--- src/rtl/mbhdr_pkg.sv ---
package mbhdr_pkg;
  localparam int ROW_LEN  = 11;
  localparam int ROW_CNT  = 3;
  localparam int MB_TOTAL = ROW_LEN * ROW_CNT;
  localparam int ADDR_W   = $clog2(MB_TOTAL + 1);
  localparam int MV_W     = 5;
  localparam int NBLK     = 6;

  // strobes from control to datapath for one accepted beat
  typedef struct packed {
    logic              emit;      // transmitted beat accepted this cycle
    logic              predZero;  // vector predictor forced to zero
    logic              mcNow;     // current macroblock counts as motion compensated
    logic [ADDR_W-1:0] addrInc;   // address increment for this beat
  } strobe_t;
endpackage

--- src/rtl/mbhdr_ctrl.sv ---
module mbhdr_ctrl
  import mbhdr_pkg::*;
#(
  parameter int ROWLEN = ROW_LEN,
  parameter int ROWCNT = ROW_CNT,
  parameter int AW     = ADDR_W
) (
  input  logic          clk,
  input  logic          rstN,
  input  logic          inValid,
  input  logic          inFirst,
  input  logic [AW-1:0] inAddr,
  input  logic          inCoded,
  input  logic          inMc,
  input  logic          inIntra,
  input  logic          outReady,
  output logic          inReady,
  output logic          outValid,
  output strobe_t       stb
);
  logic [AW-1:0]     lastAddr;
  logic              lastMc;
  logic [AW-1:0]     effLast;
  logic              effMc;
  logic              take;
  logic [ROWCNT-1:0] rowHit;
  logic              rowStart;

  // one comparator per row start address
  for (genvar r = 0; r < ROWCNT; r++) begin : gRowStart
    assign rowHit[r] = (inAddr == AW'(r * ROWLEN + 1));
  end
  assign rowStart = |rowHit;

  assign inReady = !outValid || outReady;
  assign take    = inValid && inReady;

  always_comb begin
    effLast      = inFirst ? '0 : lastAddr;
    effMc        = inFirst ? 1'b0 : lastMc;
    stb.emit     = take && inCoded;
    stb.mcNow    = inMc && !inIntra;
    stb.addrInc  = inAddr - effLast;
    stb.predZero = rowStart || (stb.addrInc != AW'(1)) || !effMc;
  end

  always_ff @(posedge clk) begin
    if (!rstN) begin
      lastAddr <= '0;
      lastMc   <= 1'b0;
      outValid <= 1'b0;
    end else begin
      if (stb.emit) begin
        lastAddr <= inAddr;
        lastMc   <= stb.mcNow;
      end else if (take && inFirst) begin
        lastAddr <= '0;
        lastMc   <= 1'b0;
      end
      if (stb.emit)      outValid <= 1'b1;
      else if (outReady) outValid <= 1'b0;
    end
  end
endmodule

--- src/rtl/mbhdr_dp.sv ---
module mbhdr_dp
  import mbhdr_pkg::*;
#(
  parameter int MVW = MV_W,
  parameter int AW  = ADDR_W,
  parameter int NB  = NBLK
) (
  input  logic                  clk,
  input  logic                  rstN,
  input  strobe_t               stb,
  input  logic                  inIntra,
  input  logic signed [MVW-1:0] inMvX,
  input  logic signed [MVW-1:0] inMvY,
  input  logic [NB-1:0]         inBlkHas,
  output logic [AW-1:0]         outAddrInc,
  output logic signed [MVW:0]   outMvdX,
  output logic signed [MVW:0]   outMvdY,
  output logic [NB-1:0]         outCbp
);
  localparam logic signed [MVW-1:0] MV_MIN = {1'b1, {(MVW-1){1'b0}}};
  localparam logic signed [MVW-1:0] MV_LOW = {1'b1, {(MVW-2){1'b0}}, 1'b1};

  logic signed [MVW-1:0] prevX, prevY, curX, curY, predX, predY;
  logic signed [MVW:0]   dX, dY;
  logic [NB-1:0]         cbpRaw, cbpNext;

  function automatic logic signed [MVW-1:0] clampMv(input logic signed [MVW-1:0] v);
    return (v == MV_MIN) ? MV_LOW : v;
  endfunction

  // block 1 carries the highest weight
  for (genvar b = 0; b < NB; b++) begin : gCbp
    assign cbpRaw[NB-1-b] = inBlkHas[b];
  end

  always_comb begin
    curX    = clampMv(inMvX);
    curY    = clampMv(inMvY);
    predX   = stb.predZero ? '0 : prevX;
    predY   = stb.predZero ? '0 : prevY;
    dX      = stb.mcNow ? ($signed({curX[MVW-1], curX}) - $signed({predX[MVW-1], predX})) : '0;
    dY      = stb.mcNow ? ($signed({curY[MVW-1], curY}) - $signed({predY[MVW-1], predY})) : '0;
    cbpNext = inIntra ? '1 : cbpRaw;
  end

  always_ff @(posedge clk) begin
    if (!rstN) begin
      prevX      <= '0;
      prevY      <= '0;
      outAddrInc <= '0;
      outMvdX    <= '0;
      outMvdY    <= '0;
      outCbp     <= '0;
    end else if (stb.emit) begin
      prevX      <= stb.mcNow ? curX : '0;
      prevY      <= stb.mcNow ? curY : '0;
      outAddrInc <= stb.addrInc;
      outMvdX    <= dX;
      outMvdY    <= dY;
      outCbp     <= cbpNext;
    end
  end
endmodule

--- src/rtl/mbHeaderEnc.sv ---
module mbHeaderEnc
  import mbhdr_pkg::*;
#(
  parameter int ROWLEN = ROW_LEN,
  parameter int ROWCNT = ROW_CNT,
  parameter int MVW    = MV_W,
  parameter int NB     = NBLK
) (
  input  logic                 clk,
  input  logic                 rstN,
  input  logic                 inValid,
  output logic                 inReady,
  input  logic                 inFirst,
  input  logic [ADDR_W-1:0]    inAddr,
  input  logic                 inCoded,
  input  logic                 inMc,
  input  logic                 inIntra,
  input  logic signed [MVW-1:0] inMvX,
  input  logic signed [MVW-1:0] inMvY,
  input  logic [NB-1:0]        inBlkHas,
  output logic                 outValid,
  input  logic                 outReady,
  output logic [ADDR_W-1:0]    outAddrInc,
  output logic signed [MVW:0]  outMvdX,
  output logic signed [MVW:0]  outMvdY,
  output logic [NB-1:0]        outCbp
);
  strobe_t stb;

  mbhdr_ctrl #(.ROWLEN(ROWLEN), .ROWCNT(ROWCNT), .AW(ADDR_W)) uCtrl (
    .clk(clk), .rstN(rstN), .inValid(inValid), .inFirst(inFirst),
    .inAddr(inAddr), .inCoded(inCoded), .inMc(inMc), .inIntra(inIntra),
    .outReady(outReady), .inReady(inReady), .outValid(outValid), .stb(stb)
  );

  mbhdr_dp #(.MVW(MVW), .AW(ADDR_W), .NB(NB)) uDp (
    .clk(clk), .rstN(rstN), .stb(stb), .inIntra(inIntra),
    .inMvX(inMvX), .inMvY(inMvY), .inBlkHas(inBlkHas),
    .outAddrInc(outAddrInc), .outMvdX(outMvdX), .outMvdY(outMvdY), .outCbp(outCbp)
  );
endmodule

--- config.mk ---
export PLATFORM = sky130hd
export DESIGN_NAME = mbHeaderEnc
export DESIGN_NICKNAME = d
export VERILOG_FILES = /design/src/rtl/mbhdr_pkg.sv /design/src/rtl/mbhdr_ctrl.sv /design/src/rtl/mbhdr_dp.sv /design/src/rtl/mbHeaderEnc.sv
export SDC_FILE = /design/constraint.sdc
export NUM_CORES = 1
export LEC_CHECK = 0
export BUFFER_PORTS_ARGS = -buffer_cell sky130_fd_sc_hd__buf_4
export CAP_MARGIN = 40
export CORE_ASPECT_RATIO = 1.2
export CORE_UTILIZATION = 32
export DETAILED_ROUTE_END_ITERATION = 8
export PLACE_DENSITY = 0.53
export SETUP_SLACK_MARGIN = 0.2
export SYNTH_ARGS = -nofsm -noshare
export SYNTH_HDL_FRONTEND = slang
export SYNTH_SLANG_ARGS = --single-unit
--- constraint.sdc ---
create_clock -name clk -period 8.45 [get_ports clk]
set_clock_uncertainty 0.2 [all_clocks]
set_input_delay 0.845 -clock clk [delete_from_list [all_inputs] [get_ports clk]]
set_output_delay 0.845 -clock clk [all_outputs]
set_load 0.05 [all_outputs]
# == After elaboration in Yosys (flattened, before gate mapping) ==
# Cells that the tools add are included.
# W data, S select, Z words.
# word_totals
ff_bits,42
elab_cells,48
in_bits,30
# classes
n_eq_ne,6
add_sub_neg,3
reduce_logical,13
muxes,17
# ops
op,n
$mux W6,6
$mux W5,6
$sub A5 B5 Y6,2
$eq A5 B5 Y1 const B,2
$eq A6 B1 Y1 const B,1
$eq A6 B4 Y1 const B,1
$eq A6 B5 Y1 const B,1
$ne A6 B1 Y1 const B,1
$sub A6 B6 Y6,1
$mux W1,5
$logic_and A1 B1 Y1,4
$reduce_bool A2 Y1,2
$logic_not A1 Y1,3
$logic_or A1 B1 Y1,3
$reduce_or A3 Y1,1

# == Longest topological paths before layout ==
# logic_depth
word_depth,8
depth_mapped,16
mapped_depth_nobuf,15

# == Hierarchy ==
# From an unflattened synthesis, not the netlist that was laid out.
# unflattened
cells_unflattened,266
hier_area_um2,2331.0
# by_module_without_submodules
mod,area_per_inst_um2,cells_per_inst,n_inst
mbhdr_dp,1726.7,192,1
mbhdr_ctrl,604.3,74,1

# == Least setup slack after synthesis ==
# Ideal clock, no wire load.
# synth_path
path_kind,input port to flip-flop
start,input inFirst
end,register uDp.outMvdX[4]
t_required_ns,8.128
path_stages,15
path_slack_ns,4.350
arrival_time_ns,3.778
setup_time_ns,0.122
cell_sequence,nand2b_1 > ha_1 > a211oi_2 > a21oi_1 > or3_4 > a2111oi_2 > buf_4 > and2_1 > ha_1 > inv_1 > fa_1 > a21o_1 > a21oi_1 > xor2_1 > o21ai_0
# synth_via
elab_chain_cells,8
word_cells_on_any_way,10
classes_between,add/sub: 2; eq/ne: 1; mux: 4; reduce/logical: 3
# synth_rtl
item,line,text
start: declaration,mbHeaderEnc.sv:13,"input logic inFirst,"
$mux W6,mbhdr_ctrl.sv:39,effLast = inFirst ? '0 : lastAddr;
$sub A6 B6 Y6,mbhdr_ctrl.sv:43,stb.addrInc = inAddr - effLast;
$ne A6 B1 Y1,mbhdr_ctrl.sv:44,stb.predZero = rowStart || (stb.addrInc != AW'(1)) || !effMc;
$logic_or A1 B1 Y1,mbhdr_ctrl.sv:44,
$logic_or A1 B1 Y1 (*),mbhdr_ctrl.sv:44,
$mux W5 (*),mbhdr_dp.sv:39,predX = stb.predZero ? '0 : prevX;
$sub A5 B5 Y6 (*),mbhdr_dp.sv:41,"dX = stb.mcNow ? ($signed({curX[MVW-1], curX}) - $signed({predX[MVW-1], predX})) : '0;"
$mux W6 (*),mbhdr_dp.sv:41,
end signal: assignment,mbhdr_dp.sv:51,outMvdX <= '0;
end signal: assignment,mbhdr_dp.sv:58,outMvdX <= dX;
end: declaration,mbhdr_dp.sv:16,"output logic signed [MVW:0] outMvdX,"
# Mark *: on every way between the ends. The rest lies on a longest branch, timed or not.
# A chain may end at the register's enable or synchronous reset.

# == Worst setup path in the final report ==
# Same ends and word-level chain as after synthesis.

==> impl_results.html <==
<table>
<tr><th>Metric</th><th>Value</th></tr>
<tr><th colspan="2">Outcome</th></tr>
<tr><td>Status</td><td>complete, no violations</td></tr>
<tr><th colspan="2">Timing</th></tr>
<tr><td>Endpoints failing setup</td><td>0</td></tr>
<tr><td>Max-slew violation count</td><td>0</td></tr>
<tr><td>Final Critical Period</td><td>4120 ps</td></tr>
<tr><td>Fmax achieved</td><td>243 MHz</td></tr>
<tr><td>Unrepaired setup endpoints after global routing</td><td>false</td></tr>
<tr><td>Setup tns final</td><td>0 ps</td></tr>
<tr><td>Slew of the pin with the lowest slew margin</td><td>674 ps</td></tr>
<tr><td>Final number of hold-violating endpoints</td><td>0</td></tr>
<tr><td>Final worst slack</td><td>4330 ps</td></tr>
<tr><td>Relative slew slack</td><td>54.9%</td></tr>
<tr><td>Period utilization</td><td>48.7%</td></tr>
<tr><th colspan="2">GRT</th></tr>
<tr><td>Global routing met3 resource utilization</td><td>3.67%</td></tr>
<tr><td>GR Util met1</td><td>19.9%</td></tr>
<tr><td>Largest net degree at the start of global routing</td><td>44</td></tr>
<tr><td>Global routing's busiest layer</td><td>met2</td></tr>
<tr><td>Routing usage on met2</td><td>25.4%</td></tr>
<tr><td>Initial antenna violation count</td><td>0</td></tr>
<tr><td>Global route overflow</td><td>0</td></tr>
<tr><td>Number of global-route vias before repair</td><td>1812</td></tr>
<tr><td>Total routing resource utilization after global routing</td><td>15.5%</td></tr>
<tr><td>First-pass GRT wire length</td><td>8.85 mm</td></tr>
<tr><th colspan="2">Worst setup path</th></tr>
<tr><td>Req. time, crit path</td><td>8440 ps</td></tr>
<tr><td>Reg2Reg Setup Slack</td><td>4760 ps</td></tr>
<tr><td>Arrival time at the worst endpoint</td><td>4100 ps</td></tr>
<tr><td>Crit Path Category</td><td>input port to flop</td></tr>
<tr><td>Critical Path End Type</td><td>flop</td></tr>
<tr><td>Critical path startpoint category</td><td>input port</td></tr>
<tr><td>Maximum fanout encountered on the critical timing path</td><td>11</td></tr>
<tr><th colspan="2">Synth</th></tr>
<tr><td>Number of enable-type register cells in the synthesized netlist</td><td>0</td></tr>
<tr><td>Total standard cell area after synthesis</td><td>0.00229 mm²</td></tr>
<tr><td>Syn_nets</td><td>310</td></tr>
<tr><td>Top cell type by total area after synthesis</td><td>dfxtp_1</td></tr>
<tr><td>#FFs+latches synth</td><td>42</td></tr>
<tr><td>Number of distinct standard cells referenced by the synthesized netlist</td><td>42</td></tr>
<tr><td>Area contributors post-synth</td><td>dfxtp_1 (37%), ha_1 (8.7%), nor2b_1 (6.3%)</td></tr>
<tr><td>Warnings from Yosys</td><td>0</td></tr>
<tr><td>Async set or reset register ratio after synthesis</td><td>0%</td></tr>
<tr><td>Most instantiated flip-flop cell in the synthesis netlist</td><td>dfxtp_1</td></tr>
<tr><td>Synth cell count leaders</td><td>dfxtp_1 (42), nand2_1 (25), nor2b_1 (23)</td></tr>
<tr><td>Gate count after technology mapping</td><td>261</td></tr>
<tr><td>Dominant cell by count in the synthesized netlist</td><td>dfxtp_1</td></tr>
<tr><td>Share of the yosys chip area belonging to registers</td><td>36.6%</td></tr>
<tr><td>Syn avg cell area</td><td>8.79 µm²</td></tr>
<tr><td>Area share of the largest cell type after synthesis</td><td>36.6%</td></tr>
<tr><th colspan="2">Routing</th></tr>
<tr><td>Detailed router's first-iteration violation count</td><td>85</td></tr>
<tr><td>Routed Antenna Nets</td><td>0</td></tr>
<tr><td>Count of vias placed by the detailed router</td><td>1981</td></tr>
<tr><td>DR WL/cell</td><td>14.2 µm</td></tr>
<tr><td>Number of detailed-route iterations in the first pass</td><td>4</td></tr>
<tr><td>Detailed-route vias per instance</td><td>5.04</td></tr>
<tr><td>Final routed DRC violation total</td><td>0</td></tr>
<tr><td>Post-detailed-routing wire length</td><td>5.59 mm</td></tr>
<tr><th colspan="2">Flow run</th></tr>
<tr><td>Number of max-cap violations</td><td>0</td></tr>
<tr><th colspan="2">Power and ir drop</th></tr>
<tr><td>Static leakage</td><td>1.17 nW</td></tr>
<tr><td>Power Dens Cells</td><td>162 mW/mm²</td></tr>
<tr><td>Worst vdd ir</td><td>0.0000640 V</td></tr>
<tr><th colspan="2">Die</th></tr>
<tr><td>Core Region</td><td>0.00690 mm²</td></tr>
<tr><td>Width of the chip</td><td>79.3 µm</td></tr>
<tr><td>Starting utilization of the core area</td><td>33.3%</td></tr>
<tr><td>Full die area</td><td>0.00752 mm²</td></tr>
<tr><td>Y dimension of the die</td><td>94.8 µm</td></tr>
<tr><td>Number of placement rows</td><td>33</td></tr>
<tr><td>Number of placed I/O pins</td><td>56</td></tr>
<tr><th colspan="2">Placed design</th></tr>
<tr><td>Post-detailed-placement half-perimeter wirelength</td><td>4.00 mm</td></tr>
<tr><td>Port Buf Inserts</td><td>55</td></tr>
<tr><td>Pre-CTS worst setup slack</td><td>4020 ps</td></tr>
<tr><td>Routability congestion estimate</td><td>0.781</td></tr>
<tr><td>Cell area after placement</td><td>0.00277 mm²</td></tr>
<tr><th colspan="2">CTS</th></tr>
<tr><td>CTS tree</td><td>done</td></tr>
<tr><td>Maximum level of the CTS H-tree</td><td>2</td></tr>
<tr><td>Total of cells resized after clock tree synthesis</td><td>0</td></tr>
<tr><td>CTS buffer count</td><td>5</td></tr>
<tr><td>Number of setup buffers added after CTS</td><td>0</td></tr>
<tr><td>Clock input transition at the sequential cells of the worst setup and hold paths</td><td>80 ps</td></tr>
<tr><td>Maximum count of clock buffers along a single path</td><td>2</td></tr>
<tr><td>CTS sink cnt</td><td>42</td></tr>
<tr><td>Later-pin clock latency in the skew report</td><td>300 ps</td></tr>
<tr><td>Hold_buf cts</td><td>0</td></tr>
<tr><td>Library cell used as clock root buffer</td><td>clkbuf_8</td></tr>
<tr><th colspan="2">Finish</th></tr>
<tr><td>Area Overhead vs Synth</td><td>25.6%</td></tr>
<tr><td>Antenna cells</td><td>0</td></tr>
<tr><td>Final design area excluding fillers</td><td>0.00288 mm²</td></tr>
<tr><td>Layout cell share with drive strength beyond 1</td><td>23.2%</td></tr>
<tr><td>Nets</td><td>355</td></tr>
<tr><td>Number of fill cells in the layout</td><td>711</td></tr>
<tr><th colspan="2">Hold path</th></tr>
<tr><td>Worst hold-check path type</td><td>flop to flop</td></tr>
</table>
==> area by class of cell <==
class                           instances  area [µm²]  share of cell area, %
Tap cell                               87         109                   3.78
Inverter                                8        30.0                   1.04
Clock inverter                          1        30.0                   1.04
Clock buffer                            6        82.6                   2.86
Timing Repair Buffer                   59         450                   15.6
Multi-Input combinational cell        190        1340                   46.5
Sequential cell                        42         841                   29.2
==> layer usage <==
layer | wire [µm] | share of wire (%) | vias to the layer above
met2 | 2690 | 48 | 42
met3 | 236 | 4.2 | 6
met4 | 72 | 1.3 | 0
met1 | 2590 | 46 | 937
li1 | - | - | 996
met5 | 0 | 0 | -
==> cells in the final DEF, fill, tap and decap left out, drive strengths merged, types with 8 or more instances in the layout <==
cell type	n
buf	59
dfxtp	42
nor2	9
nor3	10
inv	8
and2	9
nor2b	23
nand2	25
o21ai	10
ha	16
a22oi	17
==> final timing paths <==
kind,startpoint,end,depth (start not counted)
worst max-delay path,inFirst,uDp.outMvdX[4],16
worst min-delay path,uDp.outAddrInc[2],uDp.outAddrInc[2],2
worst max register to register,uCtrl.lastAddr[2],uDp.outMvdX[4],15
worst min register to register,uDp.outAddrInc[2],uDp.outAddrInc[2],2
==> metrics by stage <==
| step | cells | hold WS, ps | total power [mW] | util [%] |
|---|---|---|---|---|
| after global placement | 385 | 259 | 0.304 | 40.0 |
| after detailed placement | 386 | 266 | 0.305 | 40.2 |
| after global routing | 393 | 295 | 0.488 | 41.8 |
| final | 393 | 278 | 0.467 | 41.8 |
| after floorplan | 261 | 243 | 0.273 | - |
| after CTS | 393 | 278 | 0.473 | 41.8 |
==> power by group <==
part | switching, mW | internal [mW] | total (mW)
clock network | 0.0725 | 0.0947 | 0.167
logic | 0.0535 | 0.0373 | 0.0908
registers | 0.00384 | 0.205 | 0.209
total | 0.130 | 0.337 | 0.467
==> state kept, by name (all words and copies together) (netlist names) <==
register        count
uCtrl.lastAddr      6
uCtrl.lastMc        1
uCtrl.outValid      1
uDp.outAddrInc      6
uDp.outCbp          6
uDp.outMvdX         6
uDp.outMvdY         6
uDp.prevX           5
uDp.prevY           5
==> cells by family (layout without fill, tap and decap cells) <==
family,after synthesis,count (layout),synth area share (%)
adders and majority gates,19,19,11.3
muxes,1,1,0.436
AOI/OAI and AO/OA,59,59,18.9
buffers and inverters,29,74,4.96
DFF,42,42,36.6
and+or+nand+nor,104,104,25.1
xor gates and xnor gates,7,7,2.67
==> worst max-delay path: stages <==
cell,delay [ps]
buf_4,140
nand2b_1,160
ha_1,330
a211oi_2,220
a21oi_1,100
or3_4,380
a2111oi_2,360
buf_4,230
and2_1,140
ha_1,160
inv_1,50
fa_1,400
a21o_1,170
a21oi_1,170
xor2_1,150
o21ai_0,80
(Power assumes the default switching activity.)
